[config.mk]
export PLATFORM = sky130hd
export DESIGN_NAME = coproc_restart_timer
export DESIGN_NICKNAME = d
export VERILOG_FILES = /design/src/rtl/coproc_timer_pkg.sv /design/src/rtl/coproc_timer_ctrl.sv /design/src/rtl/coproc_timer_dp.sv /design/src/rtl/coproc_restart_timer.sv
export SDC_FILE = /design/constraint.sdc
export NUM_CORES = 1
export LEC_CHECK = 0
export BUFFER_PORTS_ARGS = -buffer_cell sky130_fd_sc_hd__buf_4
export CAP_MARGIN = 10
export CORE_MARGIN = 1.5
export CORE_UTILIZATION = 50
export DETAILED_ROUTE_END_ITERATION = 6
export PLACE_DENSITY = 0.79
export SYNTH_ARGS = -nofsm -noshare
export SYNTH_HDL_FRONTEND = slang
export SYNTH_SLANG_ARGS = --single-unit
[constraint.sdc]
create_clock -name clk -period 4.1 [get_ports clk]
set_clock_uncertainty 0.15 [all_clocks]
set_input_delay 0.41 -clock clk [delete_from_list [all_inputs] [get_ports clk]]
set_output_delay 0.41 -clock clk [all_outputs]
set_load 0.02 [all_outputs]
[src/rtl/coproc_timer_pkg.sv]
package coproc_timer_pkg;
  localparam int SEL_W = 3;
  localparam logic [3:0] OP_CTRL  = 4'd9;
  localparam logic [2:0] SUB_WAKE = 3'd0;
  localparam logic [2:0] SUB_SEL  = 3'd1;

  typedef struct packed {
    logic cntClear;
    logic cntAdvance;
    logic latchAddr;
  } dpStrobes_t;
endpackage

[src/rtl/coproc_timer_ctrl.sv]
module coproc_timer_ctrl
  import coproc_timer_pkg::*;
#(
  parameter int NUM_INTERVALS = 5
) (
  input  logic             clk,
  input  logic             rst_n,
  input  logic             slowTick,
  input  logic             haltExec,
  input  logic             cmdValid,
  input  logic [3:0]       cmdOpcode,
  input  logic [2:0]       cmdSubOp,
  input  logic             cmdWakeBit,
  input  logic [SEL_W-1:0] cmdCycleSel,
  input  logic             cpTimerClr,
  input  logic             swRun,
  input  logic             swTimerClr,
  input  logic             wakeAck,
  input  logic             expire,
  output dpStrobes_t       strobes,
  output logic [SEL_W-1:0] selIdx,
  output logic             running,
  output logic             timerEn,
  output logic             restartPulse,
  output logic             wakePulse,
  output logic             wakeFlag
);
  localparam logic [SEL_W-1:0] SEL_LIMIT = SEL_W'(NUM_INTERVALS);

  logic isCtrlOp, selCmd, wakeCmd, haltEv, clrEv, fire, runFromHalt;
  logic [SEL_W-1:0] nextSel;

  always_comb begin
    isCtrlOp    = cmdValid && running && (cmdOpcode == OP_CTRL);
    selCmd      = isCtrlOp && (cmdSubOp == SUB_SEL);
    wakeCmd     = isCtrlOp && (cmdSubOp == SUB_WAKE) && cmdWakeBit;
    haltEv      = running && haltExec;
    clrEv       = swTimerClr || cpTimerClr;
    fire        = expire && !clrEv;
    runFromHalt = swRun && !running;
    nextSel     = (cmdCycleSel < SEL_LIMIT) ? cmdCycleSel : '0;
  end

  always_comb begin
    strobes.cntAdvance = !running && timerEn && slowTick && !swRun;
    strobes.cntClear   = haltEv || fire || swRun;
    strobes.latchAddr  = swRun;
  end

  always_ff @(posedge clk or negedge rst_n) begin
    if (!rst_n) begin
      running      <= 1'b0;
      timerEn      <= 1'b0;
      restartPulse <= 1'b0;
      wakePulse    <= 1'b0;
      wakeFlag     <= 1'b0;
      selIdx       <= '0;
    end else begin
      restartPulse <= runFromHalt || fire;
      if (runFromHalt || fire) running <= 1'b1;
      else if (haltEv)         running <= 1'b0;

      if (swRun)      timerEn <= 1'b1;
      else if (clrEv) timerEn <= 1'b0;

      wakePulse <= wakeCmd;
      if (wakeCmd)      wakeFlag <= 1'b1;
      else if (wakeAck) wakeFlag <= 1'b0;

      if (selCmd) selIdx <= nextSel;
    end
  end
endmodule

[src/rtl/coproc_timer_dp.sv]
module coproc_timer_dp
  import coproc_timer_pkg::*;
#(
  parameter int NUM_INTERVALS = 5,
  parameter int CNT_W         = 16,
  parameter int ADDR_W        = 11,
  parameter int OVERHEAD      = 16
) (
  input  logic                           clk,
  input  logic                           rst_n,
  input  dpStrobes_t                     strobes,
  input  logic [SEL_W-1:0]               selIdx,
  input  logic [NUM_INTERVALS*CNT_W-1:0] intervalBus,
  input  logic [ADDR_W-1:0]              swStartAddr,
  output logic [ADDR_W-1:0]              startAddr,
  output logic                           expire
);
  localparam int TGT_W = CNT_W + 1;
  localparam logic [TGT_W-1:0] OVH_V = TGT_W'(OVERHEAD);

  logic [CNT_W-1:0] intervals [NUM_INTERVALS];
  logic [CNT_W-1:0] selected;
  logic [TGT_W-1:0] target, tickCount;

  for (genvar gi = 0; gi < NUM_INTERVALS; gi++) begin : g_unpack
    assign intervals[gi] = intervalBus[gi*CNT_W +: CNT_W];
  end

  always_comb begin
    selected = intervals[0];
    for (int i = 1; i < NUM_INTERVALS; i++)
      if (selIdx == SEL_W'(i)) selected = intervals[i];
    target = {1'b0, selected} + OVH_V;
    expire = strobes.cntAdvance && (tickCount == target - TGT_W'(1));
  end

  always_ff @(posedge clk or negedge rst_n) begin
    if (!rst_n) begin
      tickCount <= '0;
      startAddr <= '0;
    end else begin
      if (strobes.cntClear)        tickCount <= '0;
      else if (strobes.cntAdvance) tickCount <= tickCount + TGT_W'(1);
      if (strobes.latchAddr) startAddr <= swStartAddr;
    end
  end
endmodule

[src/rtl/coproc_restart_timer.sv]
module coproc_restart_timer
  import coproc_timer_pkg::*;
#(
  parameter int NUM_INTERVALS = 5,
  parameter int CNT_W         = 16,
  parameter int ADDR_W        = 11,
  parameter int OVERHEAD      = 16
) (
  input  logic                           clk,
  input  logic                           rst_n,
  input  logic                           slowTick,
  input  logic                           haltExec,
  input  logic                           cmdValid,
  input  logic [3:0]                     cmdOpcode,
  input  logic [2:0]                     cmdSubOp,
  input  logic                           cmdWakeBit,
  input  logic [2:0]                     cmdCycleSel,
  input  logic                           cpTimerClr,
  input  logic                           swRun,
  input  logic [ADDR_W-1:0]              swStartAddr,
  input  logic                           swTimerClr,
  input  logic                           wakeAck,
  input  logic [NUM_INTERVALS*CNT_W-1:0] intervalBus,
  output logic                           restartPulse,
  output logic [ADDR_W-1:0]              startAddr,
  output logic                           running,
  output logic                           timerEn,
  output logic [2:0]                     activeSel,
  output logic                           wakePulse,
  output logic                           wakeFlag
);
  dpStrobes_t strobes;
  logic expire;

  coproc_timer_ctrl #(.NUM_INTERVALS(NUM_INTERVALS)) u_ctrl (
    .clk, .rst_n, .slowTick, .haltExec, .cmdValid, .cmdOpcode, .cmdSubOp,
    .cmdWakeBit, .cmdCycleSel, .cpTimerClr, .swRun, .swTimerClr, .wakeAck,
    .expire, .strobes, .selIdx(activeSel), .running, .timerEn,
    .restartPulse, .wakePulse, .wakeFlag
  );

  coproc_timer_dp #(
    .NUM_INTERVALS(NUM_INTERVALS), .CNT_W(CNT_W),
    .ADDR_W(ADDR_W), .OVERHEAD(OVERHEAD)
  ) u_dp (
    .clk, .rst_n, .strobes, .selIdx(activeSel), .intervalBus,
    .swStartAddr, .startAddr, .expire
  );
endmodule

==> results of run 1 <==
[what timing repair did]
action | in CTS | in global routing
setup buffers | 0 | 0
hold endpoints to repair | 36 | 0
hold buffers | 1 | 0
resized for setup | 0 | 0
[placed cells by master, fill, tap and decap left out, drive strengths merged, types with 6 or more instances in the layout]
cell	netlist	routed
xnor2	21	21
o21ai	10	10
buf	16	141
nand3	8	8
mux2	15	15
nand2b	14	14
mux2i	19	19
nand2	39	39
a21oi	16	16
nand4	6	6
dfrtp	36	36
nand3b	9	9
o22ai	12	12
a22oi	7	7
nor2	36	36
nor3	10	10
clkbuf	3	7
inv	7	7
xor2	10	10
[power by group through the flow]
stage	clock [W]	combinational, W	sequential (W)
2_1_floorplan	0	0.000135	0.000405
3_3_place_gp	0	0.000286	0.000390
3_5_place_dp	0	0.000291	0.000391
4_1_cts	0.000348	0.000293	0.000384
5_1_grt	0.000360	0.000317	0.000387
6_report	0.000345	0.000294	0.000384
[cells in the mapped netlist, types with 6 or more instances]
| library cell | n | share of area [%] |
|---|---|---|
| dfrtp_1 | 36 | 27 |
| nor3_1 | 10 | 1.5 |
| nand2b_1 | 14 | 2.6 |
| a21oi_1 | 15 | 2.2 |
| xnor2_1 | 21 | 5.5 |
| mux2i_1 | 19 | 5.6 |
| inv_1 | 6 | 0.67 |
| nand3b_1 | 8 | 1.8 |
| nor2_1 | 25 | 2.8 |
| nor2_2 | 10 | 1.9 |
| a22oi_1 | 6 | 1.3 |
| buf_6 | 9 | 3.0 |
| o21ai_0 | 8 | 1.2 |
| o22ai_1 | 7 | 1.3 |
| nand3_1 | 8 | 1.2 |
| mux2_2 | 15 | 5.0 |
| xor2_1 | 9 | 2.3 |
| nand2_1 | 39 | 4.3 |
[through the flow]
stage	instances	total power (W)	util [%]	hold slack (ns)	setup slack, ns
4_1_cts	584	0.001025	70.13	0.1605	0.2873
3_5_place_dp	575	0.0006821	68.01	0.2417	0.2987
5_1_grt	585	0.001063	70.25	0.1611	0.03907
2_1_floorplan	377	0.0005399	-	-0.03559	0.2584
3_3_place_gp	575	0.0006763	68.01	0.2407	0.4357
6_report	585	0.001023	70.25	0.1635	0.2386
[per-layer routing]
| layer | vias up | wire [um] |
|---|---|---|
| li1 | 1644 | - |
| met2 | 144 | 4253 |
| met4 | 0 | 141 |
| met1 | 1544 | 3906 |
| met3 | 10 | 844 |
| met5 | - | 0 |
[sequential cells by signal, summed over array words and instances (netlist names)]
signal / flops
u_dp.tickCount: 17
u_ctrl.wakeFlag: 1
u_ctrl.running: 1
u_ctrl.timerEn: 1
u_ctrl.restartPulse: 1
u_dp.startAddr: 11
u_ctrl.wakePulse: 1
u_ctrl.selIdx: 3
[cell type report]
type | instances | area share (%)
Clock buffer | 7 | 2.135
Clock inverter | 1 | 0.6656
Inverter | 7 | 0.5824
Multi-Input combinational cell | 315 | 50.80
Sequential cell | 36 | 19.99
Tap cell | 77 | 2.135
Timing Repair Buffer | 142 | 23.68
[cells by family after synthesis]
family                   count (synthesis)  share of synthesized area, %
multiplexers                            34                         10.65
flip-flops                              36                         26.71
XOR/XNOR                                31                         8.272
buffers and inverters                   26                         5.341
AND/OR/NAND/NOR                        153                         25.30
adder cells (fa/ha/maj)                  2                        0.7417
AO/OA/AOI/OAI                           95                         23.00
[how the worst max path moves through the flow]
stage | slack, ns | cells past startpoint | endpoint | startpoint
after floorplan | 0.26 | 15 | u_dp.tickCount[10] | u_ctrl.selIdx[1]
after global placement | 0.44 | 11 | u_dp.tickCount[1] | u_ctrl.selIdx[1]
after detailed placement | 0.30 | 12 | u_dp.tickCount[16] | u_ctrl.selIdx[2]
after CTS | 0.29 | 12 | u_dp.tickCount[16] | u_ctrl.selIdx[2]
after global routing | 0.04 | 12 | u_dp.tickCount[5] | u_ctrl.selIdx[2]
final | 0.24 | 12 | u_dp.tickCount[16] | u_ctrl.selIdx[2]
==> metrics.txt, run 1 <==
# TYPE chip_impl_metric gauge
chip_impl_metric{name="cp.buffers_inverters",unit=""} 3
chip_impl_metric{name="worst_ep_arrival_time",unit="ns"} 3.88
chip_impl_info{name="timing.rr.end",value="u_dp.tickCount[16]"} 1
chip_impl_metric{name="via_count",unit=""} 3342
chip_impl_metric{name="yosys_warnings",unit=""} 0
chip_impl_metric{name="number_of_filler_instances_in_the_final_layout",unit=""} 520
chip_impl_info{name="cts.root.buffer_cell",value="clkbuf_8"} 1
chip_impl_metric{name="floorplan.initialDensity",unit="%"} 52.52
chip_impl_info{name="source_of_the_worst_hold_timing_path",value="cmdCycleSel[0]"} 1
chip_impl_metric{name="grt.met3_usage",unit="%"} 4.864
chip_impl_info{name="tritoncts",value="yes"} 1
chip_impl_metric{name="area_after_detailed_placement",unit="mm^2"} 0.004368
chip_impl_metric{name="first_global_vias",unit=""} 3167
chip_impl_metric{name="netlist_instances",unit=""} 377
chip_impl_metric{name="slew_violations",unit=""} 0
chip_impl_info{name="holdCritPathClass",value="input port to flip-flop"} 1
chip_impl_metric{name="whs_path_depth",unit=""} 2
chip_impl_metric{name="reg2reg_slack",unit="ns"} 0.24
chip_impl_metric{name="htree_num_levels",unit=""} 2
chip_impl_info{name="timing.critical_path.to_type",value="flip-flop"} 1
chip_impl_info{name="critical_path.slowest_cell",value="dfrtp_1"} 1
chip_impl_info{name="grt_most_used_layer",value="met2"} 1
chip_impl_metric{name="count_of_maximum_capacitance_violations",unit=""} 0
chip_impl_metric{name="synth_sequential_area_ratio",unit="%"} 26.71
chip_impl_info{name="holdPathEnd",value="u_ctrl.selIdx[2]"} 1
chip_impl_metric{name="netlist_area",unit="mm^2"} 0.003373
chip_impl_metric{name="power.static_leakage",unit="nW"} 2.043
chip_impl_metric{name="io-pin-count",unit=""} 130
chip_impl_metric{name="die_height",unit="um"} 85.14
chip_impl_info{name="timing.rr.start",value="u_ctrl.selIdx[2]"} 1
chip_impl_metric{name="multi_input_logic_area",unit="mm^2"} 0.002292
chip_impl_metric{name="vias_per_cell",unit=""} 5.713
chip_impl_metric{name="final-seq-area",unit="um^2"} 902.1
chip_impl_metric{name="max_clock_buf_depth",unit=""} 2
chip_impl_metric{name="cts.reportedPaths.clkPinSlew",unit="ns"} 0.07
chip_impl_metric{name="async_reset_ff_share",unit="%"} 100.0
chip_impl_metric{name="peakVddDrop",unit="V"} 0.0002715
chip_impl_metric{name="yosys_reg_bits",unit=""} 36
chip_impl_info{name="ys_dominant_reg_cell",value="dfrtp_1"} 1
chip_impl_metric{name="synth_fp_nets",unit=""} 490
chip_impl_metric{name="slew-limit-headroom",unit="%"} 49.82
chip_impl_metric{name="drt_pass1_iterations",unit=""} 6
chip_impl_metric{name="clk-insertion-delay-late",unit="ns"} 0.29
chip_impl_info{name="setup_repair_after_global_routing_missed_its_margin",value="no"} 1
chip_impl_info{name="crit_path_frequent_cell",value="buf_4"} 1
chip_impl_metric{name="power.net_switching",unit="W"} 0.0002825
chip_impl_metric{name="p_sw_share",unit="%"} 27.60
chip_impl_metric{name="synth-edff-count",unit=""} 0
chip_impl_metric{name="p_clk_share",unit="%"} 33.7
chip_impl_metric{name="initialDrtViolationCount",unit=""} 131
chip_impl_metric{name="pd_cells",unit="mW/mm^2"} 226.8
chip_impl_metric{name="report.final.hold_viol_count",unit=""} 0
chip_impl_metric{name="timing.fmax",unit="MHz"} 259.0
chip_impl_metric{name="totalNegativeSetupSlack",unit="ns"} 0
chip_impl_metric{name="comb_power_share",unit="%"} 28.7
chip_impl_metric{name="drc_errors",unit=""} 15
chip_impl_info{name="crit_path_start_kind",value="flip-flop"} 1
chip_impl_metric{name="port-buffer-count",unit=""} 129
chip_impl_metric{name="drt-total-wl",unit="mm"} 9.146
chip_impl_info{name="critical_path.cell_chain",value="buf_4 > inv_2 > o22ai_1 > a2bb2oi_2 > ha_1 > a21oi_1 > or4b_1 > a311oi_2 > nand4_2 > a2111oi_4 > buf_4 > nor2_1"} 1
chip_impl_metric{name="placementRows",unit=""} 29
chip_impl_metric{name="maximum_number_of_pins_on_one_net_before_global_route_repair",unit=""} 37
chip_impl_metric{name="grt_use_met1",unit="%"} 32.72
chip_impl_metric{name="gp_congestion",unit=""} 0.9446
chip_impl_metric{name="timing.critical_path.slowest_cell_delay",unit="ns"} 0.56
chip_impl_metric{name="numClockSinks",unit=""} 36
chip_impl_metric{name="antennaDiodeCount",unit=""} 0
chip_impl_metric{name="globalRouteMet2Util",unit="%"} 42.57
chip_impl_metric{name="timing_worst_slew_pin_value",unit="ns"} 0.7504
chip_impl_info{name="violations",value="design-rule violations"} 1
chip_impl_metric{name="period_minus_slack",unit="ns"} 3.861
chip_impl_metric{name="layout.cell_area.non_filler",unit="mm^2"} 0.004512
chip_impl_metric{name="worst-path-max-fanout",unit=""} 19
chip_impl_metric{name="data_required_critical_path",unit="ns"} 4.12
chip_impl_metric{name="floorplan.core_area",unit="mm^2"} 0.006422
chip_impl_metric{name="die_area",unit="mm^2"} 0.007248
chip_impl_metric{name="nNetsFinal",unit=""} 620
chip_impl_metric{name="grt_first_pass_wirelength",unit="mm"} 14.78
chip_impl_metric{name="cts_buffers",unit=""} 5
chip_impl_metric{name="average_cell_area_after_synthesis",unit="um^2"} 8.948
chip_impl_metric{name="p_int",unit="W"} 0.0007410
chip_impl_info{name="run_status",value="complete, but fails checks"} 1
chip_impl_metric{name="grt_overflow_total",unit=""} 0
chip_impl_info{name="setup.worst_path.class",value="flip-flop to flip-flop"} 1
chip_impl_metric{name="r2r.worst_path.cells",unit=""} 12
chip_impl_metric{name="antenna_found_initial",unit=""} 0
chip_impl_metric{name="post-dp-hpwl",unit="mm"} 7.199
chip_impl_metric{name="share_of_power_burned_in_registers",unit="%"} 37.5
chip_impl_info{name="crit_family",value="compound AO/OA/AOI/OAI gates"} 1
chip_impl_metric{name="area_delta_synth_final",unit="%"} 33.75
chip_impl_metric{name="wl_per_cell",unit="um"} 15.63
chip_impl_metric{name="share_of_final_layout_standard_cells_stronger_than_drive_strength_1",unit="%"} 39.96
chip_impl_metric{name="share_of_the_clock_period_used_by_the_worst_path",unit="%"} 94.18
chip_impl_metric{name="finalSetupViolCount",unit=""} 0
chip_impl_metric{name="synth_cell_types",unit=""} 71
chip_impl_metric{name="antenna_left",unit=""} 0
chip_impl_metric{name="grtUsageTotal",unit="%"} 25.15
chip_impl_metric{name="die_w",unit="um"} 85.14
(Power assumes the default switching activity.)
==> run 2, diff against run 1 <==
--- a/config.mk
+++ b/config.mk
@@ -7,10 +7,12 @@
 export LEC_CHECK = 0
 export BUFFER_PORTS_ARGS = -buffer_cell sky130_fd_sc_hd__buf_4
 export CAP_MARGIN = 10
+export CELL_PAD_IN_SITES_DETAIL_PLACEMENT = 2
+export CELL_PAD_IN_SITES_GLOBAL_PLACEMENT = 2
 export CORE_MARGIN = 1.5
-export CORE_UTILIZATION = 50
+export CORE_UTILIZATION = 28
 export DETAILED_ROUTE_END_ITERATION = 6
-export PLACE_DENSITY = 0.79
+export PLACE_DENSITY = 0.78
 export SYNTH_ARGS = -nofsm -noshare
 export SYNTH_HDL_FRONTEND = slang
 export SYNTH_SLANG_ARGS = --single-unit
==> metrics.txt, run 2 (same netlist as run 1, synthesis figures left out) <==
# TYPE chip_impl_metric gauge
chip_impl_info{name="final_cell_mix",value="142 x buf_4, 39 x nand2_1, 35 x dfrtp_1"} 1
chip_impl_metric{name="timing.critical_path.slowest_cell_delay",unit="ns"} 0.56
chip_impl_metric{name="io-pin-count",unit=""} 130
chip_impl_metric{name="clk-insertion-delay-late",unit="ns"} 0.29
chip_impl_metric{name="placementRows",unit=""} 39
chip_impl_info{name="setup.worst_path.class",value="flip-flop to flip-flop"} 1
chip_impl_info{name="holdCritPathClass",value="input port to flip-flop"} 1
chip_impl_metric{name="die_w",unit="um"} 112.8
chip_impl_metric{name="die_area",unit="mm^2"} 0.01271
chip_impl_metric{name="cts_buffers",unit=""} 5
chip_impl_metric{name="power.static_leakage",unit="nW"} 2.060
chip_impl_metric{name="slew-limit-headroom",unit="%"} 48.36
chip_impl_metric{name="final-seq-area",unit="um^2"} 902.1
chip_impl_info{name="critical_path.slowest_cell",value="dfrtp_1"} 1
chip_impl_metric{name="grtUsageTotal",unit="%"} 19.96
chip_impl_metric{name="finalSetupViolCount",unit=""} 0
chip_impl_info{name="timing.critical_path.to_type",value="flip-flop"} 1
chip_impl_info{name="crit_path_start_kind",value="flip-flop"} 1
chip_impl_info{name="max_flop_register",value="u_dp.tickCount"} 1
chip_impl_metric{name="share_of_the_clock_period_used_by_the_worst_path",unit="%"} 92.54
chip_impl_metric{name="largest_register_ffs",unit=""} 17
chip_impl_metric{name="via_count",unit=""} 3393
chip_impl_metric{name="comb_power_share",unit="%"} 29.0
chip_impl_metric{name="p_int",unit="W"} 0.0007561
chip_impl_metric{name="peakVddDrop",unit="V"} 0.0002290
chip_impl_metric{name="numClockSinks",unit=""} 36
chip_impl_metric{name="totalNegativeSetupSlack",unit="ns"} 0
chip_impl_metric{name="pd_cells",unit="mW/mm^2"} 230.2
chip_impl_info{name="layout_top_registers",value="u_dp.tickCount x17, u_dp.startAddr x11, u_ctrl.selIdx x3"} 1
chip_impl_metric{name="drc_errors",unit=""} 0
chip_impl_metric{name="nNetsFinal",unit=""} 622
chip_impl_info{name="final_common_cell",value="buf_4"} 1
chip_impl_metric{name="first_global_vias",unit=""} 3826
chip_impl_metric{name="max_clock_buf_depth",unit=""} 2
chip_impl_metric{name="number_of_filler_instances_in_the_final_layout",unit=""} 1330
chip_impl_metric{name="floorplan.initialDensity",unit="%"} 29.17
chip_impl_metric{name="grt_overflow_total",unit=""} 0
chip_impl_metric{name="report.final.hold_viol_count",unit=""} 0
chip_impl_metric{name="power.net_switching",unit="W"} 0.0003119
chip_impl_info{name="tritoncts",value="yes"} 1
chip_impl_metric{name="slew_violations",unit=""} 0
chip_impl_metric{name="antenna_found_initial",unit=""} 0
chip_impl_metric{name="floorplan.core_area",unit="mm^2"} 0.01156
chip_impl_metric{name="cts.reportedPaths.clkPinSlew",unit="ns"} 0.06
chip_impl_metric{name="timing_worst_slew_pin_value",unit="ns"} 0.7687
chip_impl_metric{name="timing.fmax",unit="MHz"} 263.6
chip_impl_metric{name="power",unit="W"} 0.001068
chip_impl_metric{name="antenna_left",unit=""} 0
chip_impl_metric{name="layout.core_utilization",unit="%"} 40.12
chip_impl_metric{name="port-buffer-count",unit=""} 129
chip_impl_metric{name="p_clk_share",unit="%"} 35.1
chip_impl_info{name="cts.root.buffer_cell",value="clkbuf_16"} 1
chip_impl_info{name="run_status",value="finished, final reports clean"} 1
chip_impl_metric{name="worst-path-max-fanout",unit=""} 19
chip_impl_metric{name="drt-total-wl",unit="mm"} 12.44
chip_impl_metric{name="worst_ep_arrival_time",unit="ns"} 3.80
chip_impl_metric{name="maximum_number_of_pins_on_one_net_before_global_route_repair",unit=""} 37
chip_impl_metric{name="period_minus_slack",unit="ns"} 3.794
chip_impl_metric{name="gp_congestion",unit=""} 0.8042
chip_impl_metric{name="multi_input_logic_area",unit="mm^2"} 0.002295
chip_impl_metric{name="wl_per_cell",unit="um"} 19.05
chip_impl_metric{name="share_of_power_burned_in_registers",unit="%"} 35.9
chip_impl_metric{name="die_height",unit="um"} 112.8
chip_impl_metric{name="drt_pass1_iterations",unit=""} 4
chip_impl_metric{name="share_of_final_layout_standard_cells_stronger_than_drive_strength_1",unit="%"} 40.00
chip_impl_info{name="setup_repair_after_global_routing_missed_its_margin",value="no"} 1
chip_impl_metric{name="cts_setup_buffers",unit=""} 0
chip_impl_metric{name="grt_first_pass_wirelength",unit="mm"} 20.08
chip_impl_metric{name="initialDrtViolationCount",unit=""} 90
chip_impl_metric{name="htree_num_levels",unit=""} 2
chip_impl_metric{name="antennaDiodeCount",unit=""} 0
chip_impl_metric{name="post-dp-hpwl",unit="mm"} 10.22
chip_impl_info{name="critical_path.cell_chain",value="o21a_1 > a211oi_1 > a2bb2oi_2 > ha_1 > a21oi_1 > or4b_1 > a311oi_2 > nand4_2 > a2111oi_4 > buf_4 > nor3b_1"} 1
chip_impl_metric{name="whs",unit="ns"} 0.1634
chip_impl_metric{name="dp_slack",unit="ns"} 0.3084
chip_impl_metric{name="cp.buffers_inverters",unit=""} 1
chip_impl_metric{name="count_of_maximum_capacitance_violations",unit=""} 0
chip_impl_info{name="crit_family",value="compound AO/OA/AOI/OAI gates"} 1
chip_impl_metric{name="data_required_critical_path",unit="ns"} 4.11
chip_impl_metric{name="vias_per_cell",unit=""} 5.196
chip_impl_metric{name="worst_slack",unit="ns"} 0.3058
chip_impl_metric{name="p_sw_share",unit="%"} 29.20
chip_impl_metric{name="area_delta_synth_final",unit="%"} 37.54
==> run 2: path summary, 6_finish.rpt <==
| path | from | end | slack (ns) | cells after the start |
|---|---|---|---|---|
| worst max-delay path | u_ctrl.selIdx[2] | u_dp.tickCount[1] | 0.31 | 11 |
| worst max register to register | u_ctrl.selIdx[2] | u_dp.tickCount[1] | 0.31 | 11 |
| min in group asynchronous | rst_n | u_dp.tickCount[9] | 0.48 | 2 |
| worst min-delay path | cmdCycleSel[0] | u_ctrl.selIdx[2] | 0.16 | 2 |
| max in group asynchronous | rst_n | u_ctrl.selIdx[1] | 2.95 | 2 |
| worst min register to register | u_ctrl.wakeFlag | u_ctrl.wakeFlag | 0.35 | 1 |
==> run 2: repair_timing <==
item | 4_1_cts | 5_1_grt
hold buffers | 1 | 0
gates resized for setup | 0 | 1
endpoints found under the setup margin | 0 | 1
endpoints found under the hold margin | 36 | 0
==> run 2: final cells by class <==
type / count / share of cell area (%)
Inverter: 7 / 0.5663
Sequential cell: 36 / 19.44
Clock inverter: 1 / 0.1888
Clock buffer: 7 / 2.859
Tap cell: 143 / 3.857
Multi-Input combinational cell: 315 / 49.46
Timing Repair Buffer: 144 / 23.62
==> run 2: routing by layer <==
layer / GRT usage [%] / vias to the layer above / routed length (um)
met2: 37.11 / 99 / 6269
met1: 24.32 / 1647 / 5378
met3: 3.696 / 7 / 710
met5: 0 / - / 0
li1: - / 1640 / -
met4: 3.291 / 0 / 83
==> run 2: power groups by stage <==
stage	Sequential (W)	Clock (W)	Combinational, W
after global placement	0.000389	0	0.000303
after CTS	0.000384	0.000387	0.000314
final	0.000383	0.000375	0.000310
after floorplan	0.000405	0	0.000135
after global routing	0.000386	0.000397	0.000336
after detailed placement	0.000390	0	0.000312
==> run 2: per-stage QoR <==
| step | cells | area (um^2) |
|---|---|---|
| 2_1_floorplan | 377 | 3373 |
| 3_3_place_gp | 644 | 4486 |
| 3_5_place_dp | 644 | 4486 |
| 4_1_cts | 653 | 4637 |
| 5_1_grt | 653 | 4639 |
| 6_report | 653 | 4639 |
==> run 3, diff against run 2 <==
--- a/config.mk
+++ b/config.mk
@@ -12,7 +12,8 @@
 export CORE_MARGIN = 1.5
 export CORE_UTILIZATION = 28
 export DETAILED_ROUTE_END_ITERATION = 6
-export PLACE_DENSITY = 0.78
+export PLACE_DENSITY = 0.79
 export SYNTH_ARGS = -nofsm -noshare
 export SYNTH_HDL_FRONTEND = slang
+export SYNTH_HIERARCHICAL = 1
 export SYNTH_SLANG_ARGS = --single-unit
==> metrics.txt, run 3 <==
# TYPE chip_impl_metric gauge
chip_impl_info{name="max_flop_register",value="u_dp/tickCount"} 1
chip_impl_metric{name="average_cell_area_after_synthesis",unit="um^2"} 9.299
chip_impl_metric{name="antenna_found_initial",unit=""} 0
chip_impl_metric{name="initialDrtViolationCount",unit=""} 84
chip_impl_metric{name="area_after_detailed_placement",unit="mm^2"} 0.004354
chip_impl_info{name="synthTopCellsByArea",value="dfrtp_1 29%, mux2i_1 5.7%, mux2_2 4.7%, xor2_1 4.5%, xnor2_1 3.9%"} 1
chip_impl_metric{name="placementRows",unit=""} 38
chip_impl_metric{name="via_count",unit=""} 3403
chip_impl_metric{name="peakVddDrop",unit="V"} 0.0001695
chip_impl_metric{name="grtUsageTotal",unit="%"} 18.83
chip_impl_metric{name="yosys_reg_bits",unit=""} 36
chip_impl_metric{name="slew_violations",unit=""} 0
chip_impl_info{name="final_cell_mix",value="166 x buf_4, 33 x dfrtp_1, 26 x nor2_1"} 1
chip_impl_metric{name="data_required_critical_path",unit="ns"} 4.17
chip_impl_metric{name="power.static_leakage",unit="nW"} 2.162
chip_impl_info{name="timing.critical_path.to_type",value="flip-flop"} 1
chip_impl_metric{name="antennaDiodeCount",unit=""} 0
chip_impl_metric{name="largest_register_ffs",unit=""} 17
chip_impl_metric{name="timing.fmax",unit="MHz"} 236.6
chip_impl_metric{name="synth_top_area_share",unit="%"} 28.66
chip_impl_info{name="crit_family",value="simple AND/OR/NAND/NOR gates"} 1
chip_impl_info{name="violations",value="negative setup slack"} 1
chip_impl_metric{name="whs",unit="ns"} 0.2035
chip_impl_info{name="critical_path.slowest_cell",value="dfrtp_2"} 1
chip_impl_metric{name="grt_overflow_total",unit=""} 0
chip_impl_info{name="ys_dominant_reg_cell",value="dfrtp_1"} 1
chip_impl_metric{name="htree_num_levels",unit=""} 2
chip_impl_metric{name="vias_per_cell",unit=""} 5.292
chip_impl_metric{name="pd_cells",unit="mW/mm^2"} 205.1
chip_impl_metric{name="share_of_the_clock_period_used_by_the_worst_path",unit="%"} 103.1
chip_impl_metric{name="die_w",unit="um"} 109.0
chip_impl_metric{name="synth-edff-count",unit=""} 0
chip_impl_metric{name="async_reset_ff_share",unit="%"} 100.0
chip_impl_metric{name="die_height",unit="um"} 109.0
chip_impl_metric{name="first_global_vias",unit=""} 3576
chip_impl_metric{name="worst-path-max-fanout",unit=""} 8
chip_impl_metric{name="gp_congestion",unit=""} 0.8001
chip_impl_metric{name="number_of_filler_instances_in_the_final_layout",unit=""} 1197
chip_impl_metric{name="period_minus_slack",unit="ns"} 4.227
chip_impl_metric{name="timing_worst_slew_pin_value",unit="ns"} 0.4753
chip_impl_metric{name="yosys_warnings",unit=""} 6
chip_impl_info{name="setup_repair_after_global_routing_missed_its_margin",value="yes"} 1
chip_impl_info{name="tritoncts",value="yes"} 1
chip_impl_info{name="critical_path.cell_chain",value="buf_12 > buf_12 > mux2i_2 > a21oi_1 > a22oi_2 > buf_4 > a21boi_0 > a211oi_1 > a21oi_1 > nand4_1 > nor4b_4 > nand2_1 > nand3_2 > nor2_2 > nor3_2 > and3_4 > and3_4 > nand4_1 > xor2_1 > nor2_1"} 1
chip_impl_metric{name="synth_sequential_area_ratio",unit="%"} 28.66
chip_impl_info{name="synth_area_leader_cell",value="dfrtp_1"} 1
chip_impl_metric{name="finalSetupViolCount",unit=""} 9
chip_impl_metric{name="synth_fp_nets",unit=""} 451
chip_impl_metric{name="netlist_area",unit="mm^2"} 0.003143
chip_impl_metric{name="maximum_number_of_pins_on_one_net_before_global_route_repair",unit=""} 37
chip_impl_metric{name="max_clock_buf_depth",unit=""} 2
chip_impl_metric{name="drt-total-wl",unit="mm"} 13.12
chip_impl_metric{name="grt_first_pass_wirelength",unit="mm"} 17.77
chip_impl_info{name="cts.root.buffer_cell",value="clkbuf_8"} 1
chip_impl_metric{name="nNetsFinal",unit=""} 615
chip_impl_info{name="layout_top_registers",value="u_dp/tickCount x17, u_dp/startAddr x11, u_ctrl/selIdx x3"} 1
chip_impl_metric{name="die_area",unit="mm^2"} 0.01187
chip_impl_metric{name="port-buffer-count",unit=""} 129
chip_impl_metric{name="antenna_left",unit=""} 0
chip_impl_info{name="yosys.cell_count.top_type",value="dfrtp_1"} 1
chip_impl_metric{name="floorplan.core_area",unit="mm^2"} 0.01089
chip_impl_metric{name="area_delta_synth_final",unit="%"} 56.97
chip_impl_metric{name="netlist_instances",unit=""} 338
chip_impl_metric{name="worst_ep_arrival_time",unit="ns"} 4.29
chip_impl_metric{name="power",unit="W"} 0.001012
chip_impl_metric{name="share_of_final_layout_standard_cells_stronger_than_drive_strength_1",unit="%"} 52.29
chip_impl_metric{name="io-pin-count",unit=""} 130
chip_impl_metric{name="cts_buffers",unit=""} 5
chip_impl_metric{name="synth_cell_types",unit=""} 64
chip_impl_metric{name="timing.critical_path.slowest_cell_delay",unit="ns"} 0.43
chip_impl_metric{name="post-dp-hpwl",unit="mm"} 9.104
chip_impl_info{name="holdCritPathClass",value="input port to flip-flop"} 1
chip_impl_metric{name="layout.cell_area.non_filler",unit="mm^2"} 0.004933
chip_impl_metric{name="cts.reportedPaths.clkPinSlew",unit="ns"} 0.07
chip_impl_metric{name="drc_errors",unit=""} 0
chip_impl_info{name="crit_path_start_kind",value="flip-flop"} 1
chip_impl_metric{name="cp.buffers_inverters",unit=""} 3
chip_impl_metric{name="slew-limit-headroom",unit="%"} 68.31
chip_impl_metric{name="report.final.hold_viol_count",unit=""} 0
chip_impl_info{name="synthTopCellsByCount",value="36 x dfrtp_1, 30 x nor2_1, 25 x nand2_1"} 1
chip_impl_metric{name="floorplan.initialDensity",unit="%"} 28.87
chip_impl_metric{name="drt_pass1_iterations",unit=""} 4
chip_impl_metric{name="worst_slack",unit="ns"} -0.1271
chip_impl_info{name="setup.worst_path.class",value="flip-flop to flip-flop"} 1
chip_impl_metric{name="clk-insertion-delay-late",unit="ns"} 0.28
chip_impl_info{name="run_status",value="complete, but fails checks"} 1
chip_impl_metric{name="numClockSinks",unit=""} 36
chip_impl_metric{name="count_of_maximum_capacitance_violations",unit=""} 0
chip_impl_metric{name="wl_per_cell",unit="um"} 20.40
chip_impl_info{name="final_common_cell",value="buf_4"} 1
-- run 3: where the power goes --
part	internal (W)	switching, W	total (W)
registers	0.000370	0.0000116	0.000382
clock network	0.000119	0.000126	0.000245
logic	0.000200	0.000185	0.000385
total	0.000689	0.000322	0.00101
-- run 3: final timing paths --
check / slack [ns] / start / cells after the start / end
max: -0.13 / u_ctrl/selIdx[0] / 20 / u_dp/tickCount[15]
min in group asynchronous: 0.46 / rst_n / 2 / u_dp/startAddr[7]
min: 0.20 / swStartAddr[1] / 2 / u_dp/startAddr[1]
max reg2reg: -0.13 / u_ctrl/selIdx[0] / 20 / u_dp/tickCount[15]
max in group asynchronous: 2.97 / rst_n / 2 / u_ctrl/selIdx[2]
min reg2reg: 0.35 / u_ctrl/wakeFlag / 1 / u_ctrl/wakeFlag
-- run 3: area by class of cell --
type | count | area (um^2) | share of cell area, %
clock buffers | 7 | 76.32 | 1.547
clock inverters | 1 | 5.005 | 0.1014
inverters | 8 | 33.78 | 0.6848
multi-input cells | 276 | 2347 | 47.58
flip-flops and latches | 36 | 904.6 | 18.34
well taps | 140 | 175.2 | 3.551
repair buffers | 175 | 1391 | 28.20
-- run 3: cells by family after synthesis --
group / after synthesis / share of synthesized area (%)
DFF: 36 / 28.66
adders and majority gates: 7 / 2.388
AOI/OAI and AO/OA: 72 / 17.04
muxes: 41 / 15.76
and+or+nand+nor: 126 / 22.97
xor gates and xnor gates: 30 / 8.360
buffers and inverters: 26 / 4.817
-- run 3: worst register-to-register path, stage by stage, from the launching register on --
cell      delay [ns]
dfrtp_2         0.43
buf_12          0.16
buf_12          0.14
mux2i_2         0.19
a21oi_1         0.13
a22oi_2         0.25
buf_4           0.20
a21boi_0        0.29
a211oi_1        0.19
a21oi_1         0.24
nand4_1         0.19
nor4b_4         0.33
nand2_1         0.13
nand3_2         0.10
nor2_2          0.05
nor3_2          0.20
and3_4          0.23
and3_4          0.18
nand4_1         0.11
xor2_1          0.18
nor2_1          0.10
-- run 3: stage by stage --
stage / setup TNS (ns) / worst slack [ns] / util (%) / instances
detailed placement: -0.6933 / -0.1766 / 39.99 / 612
CTS: 0 / 0.009336 / 41.86 / 628
global route: -2.779 / -0.3734 / 45.31 / 643
finish: -0.6769 / -0.1271 / 45.31 / 643
global placement: 0 / 0.04826 / 39.99 / 612
floorplan: 0 / 0.003134 / - / 338
-- run 3: timing repair --
item / CTS / global route
endpoints found under the setup margin: 9 / 11
gates resized for setup: 14 / 48
hold buffers: 1 / 0
hold endpoints to repair: 36 / 0
gates cloned: 0 / 2
pin swaps: 8 / 29
setup buffers: 7 / 13
-- run 3: layer usage --
layer	up-vias	GRT usage [%]	part of all wire (%)
met5	-	0	0
met1	1685	22.74	39
met2	135	35.36	53
met3	11	3.467	7.2
li1	1572	-	-
met4	0	2.256	0.91
